### src/rtl/txburst_pkg.sv
package txburst_pkg;
    typedef enum logic [1:0] {
        ST_IDLE  = 2'd0,
        ST_WAIT  = 2'd1,
        ST_DRAIN = 2'd2
    } tx_state_e;

    localparam logic [2:0] A_CTRL = 3'd0;
    localparam logic [2:0] A_STAT = 3'd1;
    localparam logic [2:0] A_TXD  = 3'd2;
    localparam logic [2:0] A_RXD  = 3'd3;
    localparam logic [2:0] A_LVL  = 3'd4;

    localparam int SB_DRDY = 0;
    localparam int SB_TEMP = 1;
    localparam int SB_TEND = 2;
    localparam int CB_RIE  = 0;
    localparam int CB_TIE  = 1;

    localparam int N_IRQ = 2;
endpackage

### src/rtl/txburst_fifo.sv
module txburst_fifo #(
    parameter int DEPTH = 16,
    parameter int DW    = 8,
    localparam int CW   = $clog2(DEPTH + 1),
    localparam int IW   = $clog2(DEPTH)
) (
    input  logic          clk,
    input  logic          rst_n,
    input  logic          push,
    input  logic [DW-1:0] push_data,
    input  logic          flush,
    input  logic [IW-1:0] rd_idx,
    output logic [CW-1:0] count,
    output logic [DW-1:0] rd_data
);
    logic [DW-1:0] mem [DEPTH];
    logic [CW-1:0] count_q;
    logic          full;
    logic [IW-1:0] wr_idx;

    assign full    = (count_q == CW'(DEPTH));
    assign wr_idx  = full ? '0 : count_q[IW-1:0];
    assign count   = count_q;
    assign rd_data = mem[rd_idx];

    always_ff @(posedge clk) begin
        if (push) begin
            mem[wr_idx] <= push_data;
        end
    end

    always_ff @(posedge clk) begin
        if (!rst_n) begin
            count_q <= '0;
        end else if (flush) begin
            count_q <= '0;
        end else if (push) begin
            count_q <= full ? CW'(1) : count_q + CW'(1);
        end
    end


    fifo_bound_chk: assert property (@(posedge clk) disable iff (!rst_n)
        count_q <= CW'(DEPTH));


    overrun_restart_chk: assert property (@(posedge clk) disable iff (!rst_n)
        push && !flush && full |=> count_q == CW'(1));
endmodule

### src/rtl/txburst_delay.sv
module txburst_delay #(
    parameter int TICKS = 2,
    localparam int TW   = $clog2(TICKS + 1)
) (
    input  logic clk,
    input  logic rst_n,
    input  logic load,
    input  logic tick,
    output logic expire,
    output logic busy
);
    logic [TW-1:0] cnt_q;

    assign busy   = (cnt_q != '0);
    assign expire = tick && !load && (cnt_q == TW'(1));

    always_ff @(posedge clk) begin
        if (!rst_n) begin
            cnt_q <= '0;
        end else if (load) begin
            cnt_q <= TW'(TICKS);
        end else if (tick && busy) begin
            cnt_q <= cnt_q - TW'(1);
        end
    end


    delay_reload_chk: assert property (@(posedge clk) disable iff (!rst_n)
        load |=> cnt_q == TW'(TICKS));


    delay_bound_chk: assert property (@(posedge clk) disable iff (!rst_n)
        cnt_q <= TW'(TICKS));
endmodule

### src/rtl/txburst_irq.sv
module txburst_irq (
    input  logic clk,
    input  logic rst_n,
    input  logic cond,
    output logic irq
);
    logic irq_q;

    assign irq = irq_q;

    always_ff @(posedge clk) begin
        if (!rst_n) begin
            irq_q <= 1'b0;
        end else if (cond != irq_q) begin
            irq_q <= cond;
        end
    end
endmodule

### src/rtl/txburst_uart.sv
module txburst_uart
    import txburst_pkg::*;
#(
    parameter int DEPTH       = 16,
    parameter int DELAY_TICKS = 2,
    localparam int CW         = $clog2(DEPTH + 1),
    localparam int IW         = $clog2(DEPTH)
) (
    input  logic        clk,
    input  logic        rst_n,
    input  logic        reg_wr,
    input  logic        reg_rd,
    input  logic [2:0]  reg_addr,
    input  logic [7:0]  reg_wdata,
    output logic [15:0] reg_rdata,
    input  logic        tick,
    input  logic        rx_avail,
    input  logic [7:0]  rx_byte,
    output logic        tx_valid,
    input  logic        tx_ready,
    output logic [7:0]  tx_byte,
    output logic        irq_rx,
    output logic        irq_tx
);
    tx_state_e     state_q, state_d;
    logic [1:0]    ctrl_q;
    logic [2:0]    stat_q;
    logic [IW-1:0] rd_idx_q;
    logic [CW-1:0] level;
    logic [7:0]    head_byte;
    logic          txd_wr, stat_wr, ctrl_wr, rxd_rd;
    logic          push, expire, cd_busy;
    logic          last_byte, handshake, drain_done;
    logic [N_IRQ-1:0] irq_cond, irq_vec;

    assign txd_wr  = reg_wr && (reg_addr == A_TXD);
    assign stat_wr = reg_wr && (reg_addr == A_STAT);
    assign ctrl_wr = reg_wr && (reg_addr == A_CTRL);
    assign rxd_rd  = reg_rd && (reg_addr == A_RXD);
    assign push    = txd_wr && (state_q != ST_DRAIN);

    txburst_fifo #(.DEPTH(DEPTH), .DW(8)) u_fifo (
        .clk(clk), .rst_n(rst_n), .push(push), .push_data(reg_wdata),
        .flush(drain_done), .rd_idx(rd_idx_q), .count(level), .rd_data(head_byte)
    );

    txburst_delay #(.TICKS(DELAY_TICKS)) u_delay (
        .clk(clk), .rst_n(rst_n), .load(push), .tick(tick),
        .expire(expire), .busy(cd_busy)
    );

    assign handshake  = (state_q == ST_DRAIN) && tx_ready;
    assign last_byte  = (CW'(rd_idx_q) + CW'(1)) >= level;
    assign drain_done = handshake && last_byte;

    // next-state process
    always_comb begin
        state_d = state_q;
        unique case (state_q)
            ST_IDLE:  if (push) state_d = ST_WAIT;
            ST_WAIT:  if (expire) state_d = ST_DRAIN;
            ST_DRAIN: if (drain_done) state_d = ST_IDLE;
            default:  state_d = ST_IDLE;
        endcase
    end

    // state register
    always_ff @(posedge clk) begin
        if (!rst_n) state_q <= ST_IDLE;
        else        state_q <= state_d;
    end

    // output process
    always_comb begin
        tx_valid = 1'b0;
        unique case (state_q)
            ST_IDLE:  tx_valid = 1'b0;
            ST_WAIT:  tx_valid = 1'b0;
            ST_DRAIN: tx_valid = 1'b1;
            default:  tx_valid = 1'b0;
        endcase
    end
    assign tx_byte = head_byte;

    always_ff @(posedge clk) begin
        if (!rst_n) begin
            rd_idx_q <= '0;
        end else if (drain_done) begin
            rd_idx_q <= '0;
        end else if (handshake) begin
            rd_idx_q <= rd_idx_q + IW'(1);
        end
    end

    always_ff @(posedge clk) begin
        if (!rst_n) begin
            ctrl_q <= '0;
        end else if (ctrl_wr) begin
            ctrl_q <= reg_wdata[1:0];
        end
    end

    always_ff @(posedge clk) begin
        if (!rst_n) begin
            stat_q <= 3'b110;
        end else if (stat_wr) begin
            stat_q <= reg_wdata[2:0];
        end else begin
            if (tick || rxd_rd) stat_q[SB_DRDY] <= rx_avail;
            if (drain_done) begin
                stat_q[SB_TEMP] <= 1'b1;
                stat_q[SB_TEND] <= 1'b1;
            end
        end
    end

    always_comb begin
        reg_rdata = '0;
        case (reg_addr)
            A_CTRL:  reg_rdata = {14'd0, ctrl_q};
            A_STAT:  reg_rdata = {13'd0, stat_q};
            A_RXD:   reg_rdata = {8'd0, rx_byte};
            A_LVL:   reg_rdata = {8'(level), 7'd0, rx_avail};
            default: reg_rdata = '0;
        endcase
    end

    assign irq_cond[0] = ctrl_q[CB_RIE] && stat_q[SB_DRDY];
    assign irq_cond[1] = ctrl_q[CB_TIE] && (stat_q[SB_TEMP] || stat_q[SB_TEND]);

    for (genvar g = 0; g < N_IRQ; g++) begin : g_irq
        txburst_irq u_irq (.clk(clk), .rst_n(rst_n), .cond(irq_cond[g]), .irq(irq_vec[g]));
    end
    assign irq_rx = irq_vec[0];
    assign irq_tx = irq_vec[1];


    stall_hold_chk: assert property (@(posedge clk) disable iff (!rst_n)
        tx_valid && !tx_ready |=> tx_valid && $stable(tx_byte));


    burst_done_flags_chk: assert property (@(posedge clk) disable iff (!rst_n)
        drain_done && !stat_wr |=> stat_q[SB_TEMP] && stat_q[SB_TEND] && level == '0);


    drain_write_drop_chk: assert property (@(posedge clk) disable iff (!rst_n)
        tx_valid && txd_wr && !drain_done |=> $stable(level));


    rx_irq_enable_chk: assert property (@(posedge clk) disable iff (!rst_n)
        $rose(irq_rx) |-> $past(ctrl_q[CB_RIE]));


    tx_irq_enable_chk: assert property (@(posedge clk) disable iff (!rst_n)
        $rose(irq_tx) |-> $past(ctrl_q[CB_TIE]));


    burst_needs_wait_chk: assert property (@(posedge clk) disable iff (!rst_n)
        $rose(tx_valid) |-> $past(state_q == ST_WAIT) && $past(tick));
endmodule

### config.mk
export PLATFORM = sky130hd
export DESIGN_NAME = txburst_uart
export DESIGN_NICKNAME = d
export VERILOG_FILES = /design/src/rtl/txburst_pkg.sv /design/src/rtl/txburst_fifo.sv /design/src/rtl/txburst_delay.sv /design/src/rtl/txburst_irq.sv /design/src/rtl/txburst_uart.sv
export SDC_FILE = /design/constraint.sdc
export NUM_CORES = 1
export LEC_CHECK = 0
export BUFFER_PORTS_ARGS = -buffer_cell sky130_fd_sc_hd__buf_2
export CORE_MARGIN = 3
export CORE_UTILIZATION = 25
export DETAILED_ROUTE_END_ITERATION = 8
export SKIP_CTS_REPAIR_TIMING = 1
export SYNTH_ARGS = -nofsm -noshare
export SYNTH_HDL_FRONTEND = slang
export SYNTH_SLANG_ARGS = --single-unit
### constraint.sdc
create_clock -name clk -period 1.9 [get_ports clk]
set_input_delay 0.095 -clock clk [delete_from_list [all_inputs] [get_ports clk]]
set_output_delay 0.095 -clock clk [all_outputs]
set_load 0.03 [all_outputs]
* Word-level counts from Yosys, hierarchy flattened
Memories as Yosys holds them, arrays and structs flattened. A register that Yosys moved wholly into a read port is not among the register bits.
Cells that the tools add are included.
** Operators by class
- $add $sub $neg :: 4
- Multipliers :: 0
- Divide/modulo/power cells :: 0
- Magnitude comparators :: 1
- Equality and inequality tests :: 14
- Shift operators :: 0
- Multiplexer cells :: 17
- Bitwise gates (word level) :: 1
- Reduce and logical (&&, ||, !) cells :: 24
** Operators by type and width (number)
- case mux 13 bit (4 select lines) :: 1
- logical AND 1 bit :: 12
- 2-to-1 mux 2 bit :: 6
- 2-to-1 mux 4 bit :: 3
- nonzero test 2 bit :: 4
- equality test 3 x 2 -> 1 bit (second input constant) :: 2
- inequality test 2 bit (second input constant) :: 3
- case mux 2 bit (3 select lines) :: 1
- adder 4 x 1 -> 5 bit (second input constant) :: 1
- adder 5 x 1 -> 5 bit (second input constant) :: 1
- equality test 5 bit (second input constant) :: 1
- greater-or-equal comparator 5 bit :: 1
- 2-to-1 mux 5 bit :: 1
- adder 4 x 1 -> 4 bit (second input constant) :: 1
- equality test 2 x 1 -> 1 bit (second input constant) :: 2
- 2-to-1 mux 1 bit :: 4
- OR reduction 2 bit :: 2
- equality test 3 x 1 -> 1 bit (second input constant) :: 1
- equality test 3 bit (second input constant) :: 1
- logical NOT 3 bit :: 1
- 2-to-1 mux 3 bit :: 1
- AND reduction 3 bit :: 1
- equality test 2 bit (second input constant) :: 1
- logical NOT 2 bit :: 1
- other kinds (6) :: 8
** Word-level totals
- Register bits :: 20
- Latch bits :: 0
- Bits in writable memories :: 128
- Bits in read-only memories :: 0
- Bits of input ports :: 26
- Output and inout port bits :: 27
- Word-level logic and storage cells :: 72
- Memories :: 1
** Memories
- u_fifo.mem :: words 16, width 8, read ports 1, clocked after Yosys merged registers in 1, wr ports 1, RTL line txburst_fifo.sv:16 : logic [DW-1:0] mem [DEPTH];

* Logic depth before layout (Yosys ltp)
- Depth in word-level cells :: 8
- Mapped depth :: 8
- Gate-level depth less buffers :: 7

* Modules after synthesis
Synthesis repeated with hierarchy kept, for this count alone.
** Unflattened totals
- Cells, all modules :: 374
- Area total of the unflattened synthesis :: 6377.4 um^2
** Modules (own cells, without submodules)
- txburst_fifo :: times used 1, cells an instance 253, area an instance 5312.6 um^2, seq. area each 3943.8 um^2
- txburst_uart :: times used 1, cells an instance 103, area an instance 875.8 um^2, seq. area each 220.2 um^2
- txburst_delay :: times used 1, cells an instance 14, area an instance 136.4 um^2, seq. area each 40.0 um^2
- txburst_irq :: times used 2, cells an instance 2, area an instance 26.3 um^2, seq. area each 20.0 um^2

* Worst setup path before layout
Ideal clock, no wire load.
- Kind :: input port to flip-flop
- From :: input reg_addr[0]
- To :: memory u_fifo.mem[6][0] (enable)
- Library setup time :: 0.385 ns
- Arrival :: 1.641 ns
- Required time :: 1.515 ns
- Slack :: -0.126 ns
- Stages on the path :: 6
- Buffers on the path :: 2
- Path through :: buf_6 > nor4bb_4 > and2_1 > buf_6 > nand2_1 > nor3b_1
** Between the ends
- Cells in the longest elaborated chain, start to end :: 5
** RTL lines
- from (decl) :: RTL line txburst_uart.sv:13 : input logic [2:0] reg_addr,
- equality test 3 x 2 -> 1 bit :: RTL line txburst_uart.sv:36 : assign txd_wr = reg_wr && (reg_addr == A_TXD);
- logical AND 1 bit :: RTL line txburst_uart.sv:36
- logical AND 1 bit :: RTL line txburst_uart.sv:40 : assign push = txd_wr && (state_q != ST_DRAIN);
- 2-to-1 mux 1 bit :: RTL line txburst_fifo.sv:27 : if (push) begin
- 2-to-1 mux 1 bit (not written as such) :: RTL line txburst_fifo.sv:28 : mem[wr_idx] <= push_data;
- to (decl) :: RTL line txburst_fifo.sv:16
Every way passes these cells.

==> results.json <==
{
  "status": "finished, violations left",
  "violations": "negative setup slack",
  "r2r_slack_ns": 0.02,
  "min_period_ns": 2.15,
  "worst_setup_path_start_kind": "flip-flop",
  "h-tree-depth": 4,
  "cts_tree": "done",
  "finalSetupViolations": 8,
  "wl_um": 14400,
  "clock_path_buffers": 2,
  "rr_worst_depth": 7,
  "r2r_start": "rd_idx_q[1]",
  "drcViolationCount": 0,
  "post-route-cell-area_mm2": 0.00802,
  "grt_max_degree": 33,
  "grt_pass1_wl_um": 21400,
  "rsz0062_at_grt": "true",
  "drv_cap": 0,
  "io_pins": 53,
  "min_path_type": "in -> reg",
  "area_delta_synth_final_pct": 26.9,
  "p_per_area_mw_per_mm2": 879,
  "endpoint_kind": "primary output",
  "clock-sinks": 152,
  "fin_worst_skew_ns": 0.00748,
  "synth_seq_cells": 152,
  "seqPwrFrac_pct": 51.4,
  "clock_power_share_pct": 45.1,
  "comb_power_share_pct": 3.5,
  "cts_buffers": 17,
  "ir_drop_mv": 0.630,
  "p_leak_nw": 2.76,
  "drt_pass1_iterations": 4,
  "mostFrequentLayoutCell": "edfxtp_1",
  "grt-ovfl-total": 0,
  "fin_ws_ns": -0.252,
  "place_hpwl_um": 9500,
  "drive_above_1_share_pct": 38.2,
  "hold_depth": 3,
  "wire_per_inst_um": 18.0,
  "p_int_mw": 5.44,
  "core.rowCount": 57,
  "hold_slack_ns": 0.00340,
  "placed_area_mm2": 0.00721,
  "seq_area_frac_synth_pct": 68.4,
  "viasPerCell": 4.52,
  "coreArea_mm2": 0.0246,
  "die_area_mm2": 0.0272,
  "path_class": "reg -> out",
  "start_util_pct": 25.7,
  "yosys_most_used_dff": "edfxtp_1",
  "netlist_area_mm2": 0.00632,
  "arrival_ns": 2.06,
  "vias": 3606,
  "drt.antenna.violating_nets": 0,
  "layout_common_cells": "edfxtp_1, buf_2, mux4_2",
  "finalNetCount": 500,
  "switching_share_pct": 22.9,
  "synth-edff-count": 128,
  "ys_warn_count": 0,
  "worst_slew_pin_slew_ns": 0.629,
  "critPathMaxFanout": 9,
  "syn_inst": 370,
  "synth.distinct_cells": 42,
  "grt_pass1_vias": 3742,
  "slew_viol_final": 0,
  "antenna_found_initial": 0,
  "finalCritPeriodShare_pct": 113,
  "postSynthAreaPerCell_um2": 17.1,
  "drt_iter0_drc": 294,
  "fp.dieW_um": 165,
  "hp-start": "rst_n",
  "clk_latency_ns": 0.42,
  "path_clk_slew_ns": 0.07,
  "ctsRootBufferMaster": "clkbuf_16",
  "die_h_um": 165,
  "power_switching_mw": 1.62,
  "slew_headroom_pct": 57.5,
  "async_flop_share_pct": 0,
  "hold_violations": 0,
  "diodes": 0,
  "grt_use_total_pct": 10.7,
  "timing.rr.end": "u_fifo.count[4]",
  "fmax_ghz": 0.465,
  "crit_required_ns": 1.80,
  "fillCellCount": 2388,
  "hold-path-endpoint": "u_delay.cnt_q[0]",
  "routabilityCongestion": 0.815,
  "io_buffers": 49
}
## cells by family (layout without fill, tap and decap cells)
group           Yosys count  after routing  share of synthesized area [%]
xor+xnor                  8              8                           1.11
buf+inv                  28            130                           2.30
simple gates             87             87                           8.51
fa+ha+maj                13             13                           2.57
flops                   152            152                           68.4
mux                      39             39                           12.5
other cells               1              3                         0.0593
compound gates           42             42                           4.55
## cells in the mapped netlist (all sizes together), types with 2 or more instances
cell type / instances / share of area, %
mux4: 32 / 11
and4: 6 / 0.83
nand3b: 3 / 0.36
and2: 11 / 1.1
a21oi: 7 / 0.55
nor2b: 8 / 0.79
xnor2: 5 / 0.69
mux2i: 7 / 1.1
clkbuf: 4 / 0.24
a31oi: 6 / 0.59
buf: 16 / 1.6
and3: 12 / 1.2
nor2: 15 / 0.89
and4bb: 2 / 0.40
o21a: 2 / 0.24
a22oi: 16 / 1.9
nand2b: 2 / 0.20
inv: 8 / 0.47
nor3b: 6 / 0.79
o31a: 2 / 0.28
nand3: 6 / 0.47
nand2: 12 / 0.71
o21ai: 4 / 0.32
ha: 13 / 2.6
xor2: 3 / 0.42
edfxtp: 128 / 61
dfxtp: 24 / 7.6
## layout make-up
type / count / area, um2 / area share (%)
Clock inverter: 15 / 139 / 1.73
Clock buffer: 17 / 425 / 5.30
Tap cell: 324 / 405 / 5.05
Inverter: 8 / 30.0 / 0.374
Sequential cell: 152 / 4340 / 54.0
Timing Repair Buffer: 90 / 697 / 8.69
Multi-Input combinational cell: 192 / 1990 / 24.8
## registers in the layout, indices dropped and copies added, names as in the netlist, named ones only
register	count
u_fifo.mem	128
u_fifo.count	5
rd_idx_q	4
stat_q	3
ctrl_q	2
g_irq.u_irq.irq	2
state_q	2
u_delay.cnt_q	2
## worst max-delay path, cell delays in order (launching register included)
cell,delay [ns]
dfxtp_4,0.40
buf_12,0.16
mux4_2,0.52
a22oi_2,0.23
nand2_1,0.13
buf_2,0.20
## through the flow
step / power (mW) / utilization, % / setup WS, ns / TNS, ns / std cells
floorplan: 3.83 / - / -0.126 / -4.04 / 372
global placement: 3.92 / 29.3 / 0.00861 / 0 / 759
detailed placement: 3.94 / 29.3 / -0.0553 / -0.140 / 759
CTS: 7.11 / 31.6 / -0.401 / -2.85 / 791
global route: 7.28 / 32.6 / -0.331 / -2.69 / 798
finish: 7.05 / 32.6 / -0.252 / -1.69 / 798
## power groups by stage
| stage | clock network [mW] | logic [mW] | registers [mW] |
|---|---|---|---|
| finish | 3.18 | 0.245 | 3.63 |
| CTS | 3.24 | 0.235 | 3.63 |
| global route | 3.39 | 0.269 | 3.63 |
| floorplan | 0 | 0.126 | 3.70 |
| detailed placement | 0 | 0.234 | 3.70 |
| global placement | 0 | 0.221 | 3.70 |
## layer usage
layer	vias to the layer above	routed length, um	track usage [%]	part of all wire, %
li1	1648	-	-	-
met1	1820	6590	14.8	46
met2	129	6840	16.6	48
met3	9	880	2.86	6.1
met4	0	78	2.63	0.54
met5	-	0	0	0
## worst max path at each step
| stage | startpoint | to | slack [ns] | depth (start not counted) |
|---|---|---|---|---|
| after floorplan | reg_addr[0] | u_fifo.mem[6][0] | -0.13 | 6 |
| after global placement | rd_idx_q[0] | stat_q[1] | 0.009 | 8 |
| after detailed placement | rd_idx_q[1] | u_fifo.count[4] | -0.06 | 7 |
| after CTS | flip-flop | tx_byte[5] | -0.40 | 5 |
| after global routing | flip-flop | tx_byte[5] | -0.33 | 6 |
| final | flip-flop | tx_byte[6] | -0.25 | 5 |
Power figures use the tool's default switching activity.
